`src/rtl/can_filt_pkg.sv`:
```
package can_filt_pkg;
  localparam int BYTE_W  = 8;
  localparam int N_BYTES = 8;
  localparam int N_BANKS = 2;
  localparam int ID_BYTES = N_BYTES / N_BANKS;
  localparam int N_F16   = N_BYTES / 2;
  localparam int IDX_W   = $clog2(N_F16);
  localparam int ADDR_W  = $clog2(N_BYTES);
  typedef logic [N_BYTES-1:0][BYTE_W-1:0] byte_arr_t;
  typedef logic [ID_BYTES-1:0][BYTE_W-1:0] id_arr_t;
endpackage

```
`src/rtl/can_filt_regs.sv`:
```
module can_filt_regs
  import can_filt_pkg::*;
(
  input  logic              clk,
  input  logic              rst_n,
  input  logic              init_on,
  input  logic              wr_en,
  input  logic              wr_mask,
  input  logic [ADDR_W-1:0] addr,
  input  logic [BYTE_W-1:0] wr_data,
  input  logic              mode_in,
  output logic [BYTE_W-1:0] rd_data,
  output byte_arr_t         code_o,
  output byte_arr_t         mask_o,
  output logic              mode_o
);
  byte_arr_t code_q, mask_q;
  logic      mode_q;
  logic      wr_ok;

  assign wr_ok = wr_en && init_on;

  always_ff @(posedge clk or negedge rst_n) begin
    if (!rst_n) begin
      code_q <= '0;
      mask_q <= '0;
      mode_q <= 1'b0;
    end else begin
      if (init_on) mode_q <= mode_in;
      if (wr_ok && !wr_mask) code_q[addr] <= wr_data;
      if (wr_ok &&  wr_mask) mask_q[addr] <= wr_data;
    end
  end

  assign rd_data = wr_mask ? mask_q[addr] : code_q[addr];
  assign code_o  = code_q;
  assign mask_o  = mask_q;
  assign mode_o  = mode_q;

  a_r2_no_write_outside_init: assert property (@(posedge clk) disable iff (!rst_n)
    !init_on |=> ($stable(code_q) && $stable(mask_q)));
  a_r7_mode_held_outside_init: assert property (@(posedge clk) disable iff (!rst_n)
    !init_on |=> $stable(mode_q));
endmodule

```
`src/rtl/can_filt_match.sv`:
```
module can_filt_match
  import can_filt_pkg::*;
(
  input  byte_arr_t         code,
  input  byte_arr_t         mask,
  input  id_arr_t           id,
  input  logic              mode16,
  output logic              hit,
  output logic [IDX_W-1:0]  idx
);
  logic [N_BYTES-1:0] ok32, ok16;
  logic [N_BANKS-1:0] bank_hit;
  logic [N_F16-1:0]   f16_hit;

  for (genvar k = 0; k < N_BYTES; k++) begin : g_byte
    localparam int J32 = k % ID_BYTES;
    localparam int J16 = k % 2;
    assign ok32[k] = &((id[J32] ~^ code[k]) | mask[k]);
    assign ok16[k] = &((id[J16] ~^ code[k]) | mask[k]);
  end

  for (genvar b = 0; b < N_BANKS; b++) begin : g_bank
    assign bank_hit[b] = &ok32[b*ID_BYTES +: ID_BYTES];
  end

  for (genvar f = 0; f < N_F16; f++) begin : g_f16
    assign f16_hit[f] = &ok16[2*f +: 2];
  end

  always_comb begin
    hit = 1'b0;
    idx = '0;
    if (mode16) begin
      for (int f = N_F16 - 1; f >= 0; f--) begin
        if (f16_hit[f]) begin
          hit = 1'b1;
          idx = IDX_W'(f);
        end
      end
    end else begin
      for (int b = N_BANKS - 1; b >= 0; b--) begin
        if (bank_hit[b]) begin
          hit = 1'b1;
          idx = IDX_W'(b);
        end
      end
    end
  end
endmodule

```
`src/rtl/can_accept_filter.sv`:
```
module can_accept_filter
  import can_filt_pkg::*;
(
  input  logic        clk,
  input  logic        rst_n,
  input  logic        init_req,
  input  logic        init_ack,
  input  logic        mode16,
  input  logic        reg_wr,
  input  logic        reg_mask_sel,
  input  logic [2:0]  reg_addr,
  input  logic [7:0]  reg_wdata,
  output logic [7:0]  reg_rdata,
  input  logic        id_valid,
  output logic        id_ready,
  input  logic [31:0] id_data,
  output logic        res_valid,
  output logic        res_hit,
  output logic [1:0]  res_idx
);
  logic      init_on;
  byte_arr_t code_w, mask_w;
  logic      mode_w;
  logic      m_hit;
  logic [IDX_W-1:0] m_idx;
  logic      take;

  assign init_on  = init_req && init_ack;
  assign id_ready = !init_on;
  assign take     = id_valid && id_ready;

  can_filt_regs i_regs (
    .clk(clk), .rst_n(rst_n), .init_on(init_on),
    .wr_en(reg_wr), .wr_mask(reg_mask_sel), .addr(reg_addr),
    .wr_data(reg_wdata), .mode_in(mode16), .rd_data(reg_rdata),
    .code_o(code_w), .mask_o(mask_w), .mode_o(mode_w)
  );

  can_filt_match i_match (
    .code(code_w), .mask(mask_w), .id(id_arr_t'(id_data)),
    .mode16(mode_w), .hit(m_hit), .idx(m_idx)
  );

  always_ff @(posedge clk or negedge rst_n) begin
    if (!rst_n) begin
      res_valid <= 1'b0;
      res_hit   <= 1'b0;
      res_idx   <= '0;
    end else begin
      res_valid <= take;
      if (take) begin
        res_hit <= m_hit;
        res_idx <= m_idx;
      end
    end
  end

  a_r8_result_follows_accept: assert property (@(posedge clk) disable iff (!rst_n)
    take |=> res_valid);
  a_r8_single_pulse: assert property (@(posedge clk) disable iff (!rst_n)
    !take |=> !res_valid);
  a_r8_hold_between: assert property (@(posedge clk) disable iff (!rst_n)
    !take |=> ($stable(res_hit) && $stable(res_idx)));
  a_r9_idx_zero_on_miss: assert property (@(posedge clk) disable iff (!rst_n)
    (res_valid && !res_hit) |-> (res_idx == 2'd0));
  a_r10_no_result_in_init: assert property (@(posedge clk) disable iff (!rst_n)
    init_on |=> !res_valid);
  a_r5_two_filters_in_32: assert property (@(posedge clk) disable iff (!rst_n)
    (take && !mode_w) |=> !res_idx[1]);
endmodule

```
`config.mk`:
```
export PLATFORM = sky130hd
export DESIGN_NAME = can_accept_filter
export DESIGN_NICKNAME = d
export VERILOG_FILES = /design/src/rtl/can_filt_pkg.sv /design/src/rtl/can_filt_regs.sv /design/src/rtl/can_filt_match.sv /design/src/rtl/can_accept_filter.sv
export SDC_FILE = /design/constraint.sdc
export NUM_CORES = 1
export LEC_CHECK = 0
export BUFFER_PORTS_ARGS = -buffer_cell sky130_fd_sc_hd__clkbuf_2
export CORE_AREA = 2 2 102 129
export CTS_CLUSTER_DIAMETER = 120
export DETAILED_ROUTE_END_ITERATION = 10
export DIE_AREA = 0 0 104 131
export PLACE_DENSITY = 0.79
export RECOVER_POWER = 100
export SYNTH_ARGS = -nofsm -noshare
export SYNTH_HDL_FRONTEND = slang
export SYNTH_SLANG_ARGS = --single-unit
```
`constraint.sdc`:
```
create_clock -name clk -period 6.9 [get_ports clk]
set_input_delay 0.69 -clock clk [delete_from_list [all_inputs] [get_ports clk]]
set_output_delay 0.69 -clock clk [all_outputs]
set_load 0.01 [all_outputs]
```
==> results of run 1 <==
final cells by class:
type | count | area, sq um
Sequential cell | 133 | 3330
Timing Repair Buffer | 67 | 320
Tap cell | 168 | 210
Clock inverter | 10 | 130
Fill cell | 964 | 4010
Clock buffer | 22 | 454
Inverter | 2 | 7.51
Multi-Input combinational cell | 453 | 3970
per-stage QoR:
| stage | setup slack [ns] | power (mW) |
|---|---|---|
| floorplan | 3.92 | 1.30 |
| global placement | 3.42 | 1.46 |
| detailed placement | 3.53 | 1.48 |
| CTS | 3.56 | 2.39 |
| global route | 1.77 | 2.47 |
| finish | 2.10 | 2.40 |
metal layers:
layer | part of all wire [%] | vias to the layer above | track usage [%]
met5 | 0 | - | 0
met4 | 6.3 | 0 | 22.6
met3 | 9.4 | 121 | 7.99
met2 | 47 | 424 | 60.8
met1 | 37 | 2975 | 46.9
li1 | - | 2420 | -
power groups by stage:
| stage | Clock [mW] | Sequential [mW] | Combinational, mW |
|---|---|---|---|
| global placement | 0 | 1.02 | 0.439 |
| detailed placement | 0 | 1.03 | 0.449 |
| floorplan | 0 | 0.973 | 0.323 |
| finish | 0.913 | 1.03 | 0.458 |
| CTS | 0.916 | 1.02 | 0.453 |
| global route | 0.953 | 1.03 | 0.485 |
worst max path at each step:
| stage | cells past startpoint | endpoint | slack [ns] |
|---|---|---|---|
| 6_report | 9 | reg_rdata[5] | 2.10 |
| 5_1_grt | 2 | i_regs.mask_o[21] | 1.77 |
| 4_1_cts | 9 | reg_rdata[5] | 3.56 |
| 3_5_place_dp | 6 | i_regs.code_o[9] | 3.53 |
| 3_3_place_gp | 6 | i_regs.code_o[13] | 3.42 |
| 2_1_floorplan | 6 | reg_rdata[6] | 3.92 |
registers in the layout (all words and copies together), names as in the netlist:
| register | flops |
|---|---|
| i_regs.mode_o | 1 |
| res_hit | 1 |
| i_regs.code_o | 64 |
| res_valid | 1 |
| res_idx | 2 |
| i_regs.mask_o | 64 |
Yosys cell counts (all sizes together):
| library cell | n |
|---|---|
| mux2 | 140 |
| dfrtp | 133 |
| xnor2 | 96 |
| o22ai | 47 |
| nand2 | 28 |
| clkbuf | 27 |
| nor2 | 19 |
| a21oi | 17 |
| buf | 16 |
| mux4 | 12 |
| mux2i | 11 |
| a22oi | 10 |
| o21ai | 10 |
| or4 | 9 |
| a221oi | 8 |
| nor4 | 6 |
| and2 | 5 |
| nor2b | 4 |
| o211ai | 4 |
| a32oi | 3 |
| nand3 | 3 |
| nor3 | 3 |
| a211oi | 2 |
| a22o | 2 |
| a31oi | 2 |
| nand2b | 2 |
| nand4 | 2 |
| nor3b | 2 |
| o21a | 2 |
| clkinv | 1 |
| inv | 1 |
| nand3b | 1 |
| o221ai | 1 |
| o31a | 1 |
| o32a | 1 |
logic make-up after synthesis:
family                    after synthesis  synth area share [%]
muxes                                 163                  26.0
AOI/OAI and AO/OA                     110                  9.61
xor gates and xnor gates               96                  11.4
DFF                                   133                  44.2
and+or+nand+nor                        84                  5.89
buffers and inverters                  45                  3.02
worst min-delay path: cells and delay by family, from the launching register on:
family / cells / cell delay, ns
DFF: 1 / 0.35
and+or+nand+nor: 1 / 0.05
AOI/OAI and AO/OA: 1 / 0.06
==> qor.yml, run 1 <==
status: "finished with violations"
failed_checks: "capacitance limit, slew limit"
antenna_found_initial: 0
synth_area_per_cell_sq_um: 11.9
cts_made_buffers: 17
synth_cell_type_count: 44
finalWeightedCongestion: 1.07
fp.coreArea_sq_mm: 0.0124
cp.arrival_ns: 4.11
postCtsResizedCells: 0
cp_cell_sequence: "clkbuf_2 -> clkbuf_1 -> nor2b_1 -> and2_0 -> nand2_1 -> a32oi_1 -> nor2_1 -> a21oi_1 -> clkbuf_1"
tritoncts: "built"
achievable-frequency_mhz: 208
rsz_0062_raised_after_global_routing: "no"
critical_path.max_fanout: 41
cts.reportedPaths.clkPinSlew_ns: 0.05
num_io_pins: 64
synthDominantCellAreaShare_pct: 44.2
die_width_um: 104
total_of_max_cap_violations: 6
layout.cells.most_common: "sky130_fd_sc_hd__mux2_2"
intPower_mw: 1.69
first_global_vias: 5970
power.share.sequential_pct: 42.8
drt_iter0_drc: 677
tcrit_tclk_final_pct: 69.5
cts.sink_count: 133
cts.repair_timing.setup_buffer_count: 0
ctsLongestPathBuffers: 2
std_cell_rows: 46
number_of_max_slew_violations_in_the_final_report: 205
hp_class: "reg -> reg"
crit_path_top_delay_cell: "sky130_fd_sc_hd__clkbuf_1"
layout-area-overhead-vs-synth_pct: 11.7
yosys_register_bits: 133
setup_total_negative_slack_ns: 0
clock_latency_ns: 0.43
ys_top_cells_by_area: "sky130_fd_sc_hd__dfrtp_1 (44%), sky130_fd_sc_hd__mux2_2 (21%), sky130_fd_sc_hd__xnor2_1 (11%)"
power_density_mw_per_mm2: 285
vdd_ir_drop_max_v: 0.000183
ys.warnings.count: 0
fp.dieArea_sq_mm: 0.0136
report.final.setup_viol: 0
grt_start_max_net_pins: 82
post_drt_wl_per_cell_um: 28.8
critPathLaunch: "reg_addr[1]"
drive_above_1_share_pct: 34.4
required_ns: 6.21
share_comb_of_total_power_pct: 19.1
drt_pre_antenna_iters: 5
grt_overflow_total: 0
final_design_area_no_fill_sq_mm: 0.00842
timing.slew.headroom_pct: -90.6
switchingPower_mw: 0.707
initial_core_utilization_pct: 60.6
r2r_slack_ns: 4.31
end_kind: "output port"
final_hold_viol_count: 0
grt_pass1_wl_um: 36900
htree_levels: 4
vias: 5940
crit_top_cell: "sky130_fd_sc_hd__clkbuf_1"
route.detailed.drc: 0
die_h_um: 131
route.detailed.vias_per_inst: 6.95
crit_path_max_delay_family: "buffers and inverters"
crit_type: "in -> out"
finish.utilization_pct: 67.7
post_dp_area_sq_mm: 0.00789
routed_wl_um: 24600
cp_num_buf_inv: 3
syn_inst: 631
critical_path.reg2reg.endpoint: "res_hit"
min_delay_worst_endpoint: "res_idx[1]"
clock_share_of_power_pct: 38.1
final_cells: 855
timing.critical_path.from_type: "input pin"
total_leakage_power_nw: 3.58
sw_frac_of_total_pct: 29.5
timing_worst_slew_pin_value_ns: 2.86
synthDominantAreaCellType: "sky130_fd_sc_hd__dfrtp_1"
portion_of_the_post_synthesis_area_used_by_sequential_elements_pct: 44.2
cp_slowest_stage_delay_ns: 1.72
most-common-layout-cells: "sky130_fd_sc_hd__mux2_2 (139), sky130_fd_sc_hd__dfrtp_1 (133), sky130_fd_sc_hd__xnor2_1 (94)"
postCtsHoldBufs: 0
period_needed_ns: 4.80
worst_hold_path.num_cells: 2
fin_worst_hold_slack_ns: 0.502
ant_nets: 0
synth_area_sq_mm: 0.00754
hold_path.startpoint: "res_idx[1]"
r2r_cells: 6
place.detailed.hpwl_um: 17100
grt_util_all_layers_pct: 37.5
cts.root.buffer_cell: "sky130_fd_sc_hd__clkbuf_16"
timing.clock.skew_ns: 0.00513
fin_nets: 725
io_buffer_count: 63
synth_net_count: 682
antenna-diode-count: 0
regToRegStartpoint: "i_regs.code_o[17]"
placedCellCount: 823
No activity file was read; power rests on OpenSTA's default activity.
==> run 2, diff against run 1 <==
CORE_AREA = 2 2 104 131   (was 2 2 102 129)
DIE_AREA = 0 0 106 133   (was 0 0 104 131)
PLACE_DENSITY = 0.77   (was 0.79)
clock period = 4.9 ns   (was 6.9 ns; I/O delays follow)
==> qor.yml, run 2 (synthesis results as in run 1) <==
grt_util_all_layers_pct: 38.0  # was 37.5%
critical_path.max_fanout: 25  # was 41
place.detailed.hpwl_um: 18100  # was 17100 um
timing_worst_slew_pin_value_ns: 2.90  # was 2.86 ns
timing.critical_path.from_type: "input pin"  # unchanged
number_of_max_slew_violations_in_the_final_report: 80  # was 205
power_density_mw_per_mm2: 401  # was 285 mW/mm^2
layout.cells.most_common: "sky130_fd_sc_hd__mux2_2"  # unchanged
clock_latency_ns: 0.44  # was 0.43 ns
end_kind: "flop"  # was output port
grt_start_max_net_pins: 83  # was 82
ctsLongestPathBuffers: 2  # unchanged
vias: 5899  # was 5940
final_cells: 858  # was 855
setup_total_negative_slack_ns: 0  # unchanged
postCtsResizedCells: 0  # unchanged
cp_cell_sequence: "clkbuf_1 -> buf_4 -> nand2_1 -> nor3_1 -> mux2_2"  # was clkbuf_2 -> clkbuf_1 -> nor2b_1 -> and2_0 -> nand2_1 -> a32oi_1 -> nor2_1 -> a21oi_1 -> clkbuf_1
fp.coreArea_sq_mm: 0.0130  # was 0.0124 sq mm
achievable-frequency_mhz: 261
timing.slew.headroom_pct: -93.6  # was -90.6%
std_cell_rows: 47  # was 46
status: "finished with violations"  # unchanged
route.detailed.drc: 0  # unchanged
num_io_pins: 64  # unchanged
tritoncts: "built"  # unchanged
placedCellCount: 826  # was 823
crit_path_top_delay_cell: "sky130_fd_sc_hd__nor3_1"  # was sky130_fd_sc_hd__clkbuf_1
tcrit_tclk_final_pct: 78.3
fin_nets: 725  # unchanged
antenna_found_initial: 0  # unchanged
vdd_ir_drop_max_v: 0.000263  # was 0.000183 V
failed_checks: "capacitance limit, slew limit"  # unchanged
postCtsHoldBufs: 0  # unchanged
regToRegStartpoint: "i_regs.code_o[17]"  # unchanged
grt_pass1_wl_um: 38400  # was 36900 um
post_drt_wl_per_cell_um: 29.6  # was 28.8 um
total_of_max_cap_violations: 4  # was 6
routed_wl_um: 25400  # was 24600 um
die_h_um: 133  # was 131 um
drt_iter0_drc: 522  # was 677
fin_worst_hold_slack_ns: 0.0784  # was 0.502 ns
layout_fillers: 1026  # was 964
cts.repair_timing.setup_buffer_count: 0  # unchanged
required_ns: 5.22  # was 6.21 ns
cp_slowest_stage_delay_ns: 1.71  # was 1.72 ns
route.detailed.vias_per_inst: 6.88  # was 6.95
first_global_vias: 6117  # was 5970
cts.sink_count: 133  # unchanged
period_needed_ns: 3.84
final_design_area_no_fill_sq_mm: 0.00845  # was 0.00842 sq mm
layout-area-overhead-vs-synth_pct: 12.1  # was 11.7%
initial_core_utilization_pct: 58.0  # was 60.6%
htree_levels: 4  # unchanged
post_dp_area_sq_mm: 0.00789  # about the same
finalWeightedCongestion: 1.06  # was 1.07
antenna-diode-count: 0  # unchanged
die_width_um: 106  # was 104 um
io_buffer_count: 63  # unchanged
postLayoutSetupSlackWorst_ns: 1.06  # was 2.10 ns
cts.reportedPaths.clkPinSlew_ns: 0.06  # was 0.05 ns
drt_pre_antenna_iters: 8  # was 5
total_leakage_power_nw: 3.58  # about the same
cts.root.buffer_cell: "sky130_fd_sc_hd__clkbuf_16"  # unchanged
rsz_0062_raised_after_global_routing: "no"  # unchanged
cts_made_buffers: 17  # unchanged
most-common-layout-cells: "sky130_fd_sc_hd__mux2_2 (138), sky130_fd_sc_hd__dfrtp_1 (133), sky130_fd_sc_hd__xnor2_1 (94)"  # was sky130_fd_sc_hd__mux2_2 (139), sky130_fd_sc_hd__dfrtp_1 (133), sky130_fd_sc_hd__xnor2_1 (94)
grt_overflow_total: 0  # unchanged
crit_type: "in -> reg"  # was in -> out
report.final.setup_viol: 0  # unchanged
hp_class: "in -> async"  # was reg -> reg
cp.arrival_ns: 4.15  # was 4.11 ns
timing.clock.skew_ns: 0.00641  # was 0.00513 ns
final_hold_viol_count: 0  # unchanged
critPathLaunch: "reg_addr[2]"  # was reg_addr[1]
pre_cts_slack_ns: 1.60  # was 3.53 ns
ant_nets: 0  # unchanged
fp.dieArea_sq_mm: 0.0141  # was 0.0136 sq mm
drive_above_1_share_pct: 34.9  # was 34.4%
==> run 2: changes by cell type in the layout (fill, tap and decap cells not counted), moves of 2 or more <==
cell / change
sky130_fd_sc_hd__clkinvlp_4: +2
sky130_fd_sc_hd__inv_6: +4
sky130_fd_sc_hd__clkinv_2: -5
sky130_fd_sc_hd__clkbuf_1: -5
sky130_fd_sc_hd__clkinv_4: +4
==> run 2: where the power goes <==
part / internal [mW] / switching (mW) / total (mW)
Clock: 0.760 / 0.533 / 1.29
Combinational: 0.330 / 0.318 / 0.648
Sequential: 1.24 / 0.204 / 1.45
Total: 2.33 / 1.06 / 3.39
==> run 2: final cells by class <==
cell class | instances | area (sq um) | share of cell area [%]
Clock buffer | 17 | 425 | 5.04
Sequential cell | 133 | 3330 | 39.4
Timing Repair Buffer | 67 | 330 | 3.91
Inverter | 2 | 7.51 | 0.0889
Multi-Input combinational cell | 453 | 3970 | 47.0
Tap cell | 171 | 214 | 2.53
Clock inverter | 15 | 171 | 2.03
==> run 2: per-layer routing <==
layer,GRT usage (%),up-vias,wire length (um)
met1,48.3,2967,9520
met3,9.01,119,2320
met4,24.6,0,1950
met2,58.2,391,11600
li1,-,2422,-
met5,0,-,0
==> run 2: final timing paths <==
check,to,slack (ns),cells past startpoint
max,i_regs.mask_o[48],1.06,5
min,i_regs.mask_o[2],0.08,1
max reg2reg,res_hit,2.37,6
min reg2reg,res_idx[1],0.49,2
max in group asynchronous,i_regs.code_o[5],1.60,2
min in group clk,i_regs.mode_o,0.30,2
==> run 2: worst max-delay path: cells and delay by family <==
family | cells | cell delay [ns]
mux | 1 | 0.46
buf+inv | 2 | 1.32
simple gates | 2 | 1.87
==> run 2: through the flow <==
stage / utilization (%) / power (mW)
finish: 65.0 / 3.39
global route: 65.0 / 3.50
CTS: 65.3 / 3.38
detailed placement: 60.7 / 2.09
global placement: 60.7 / 2.07
floorplan: - / 1.82
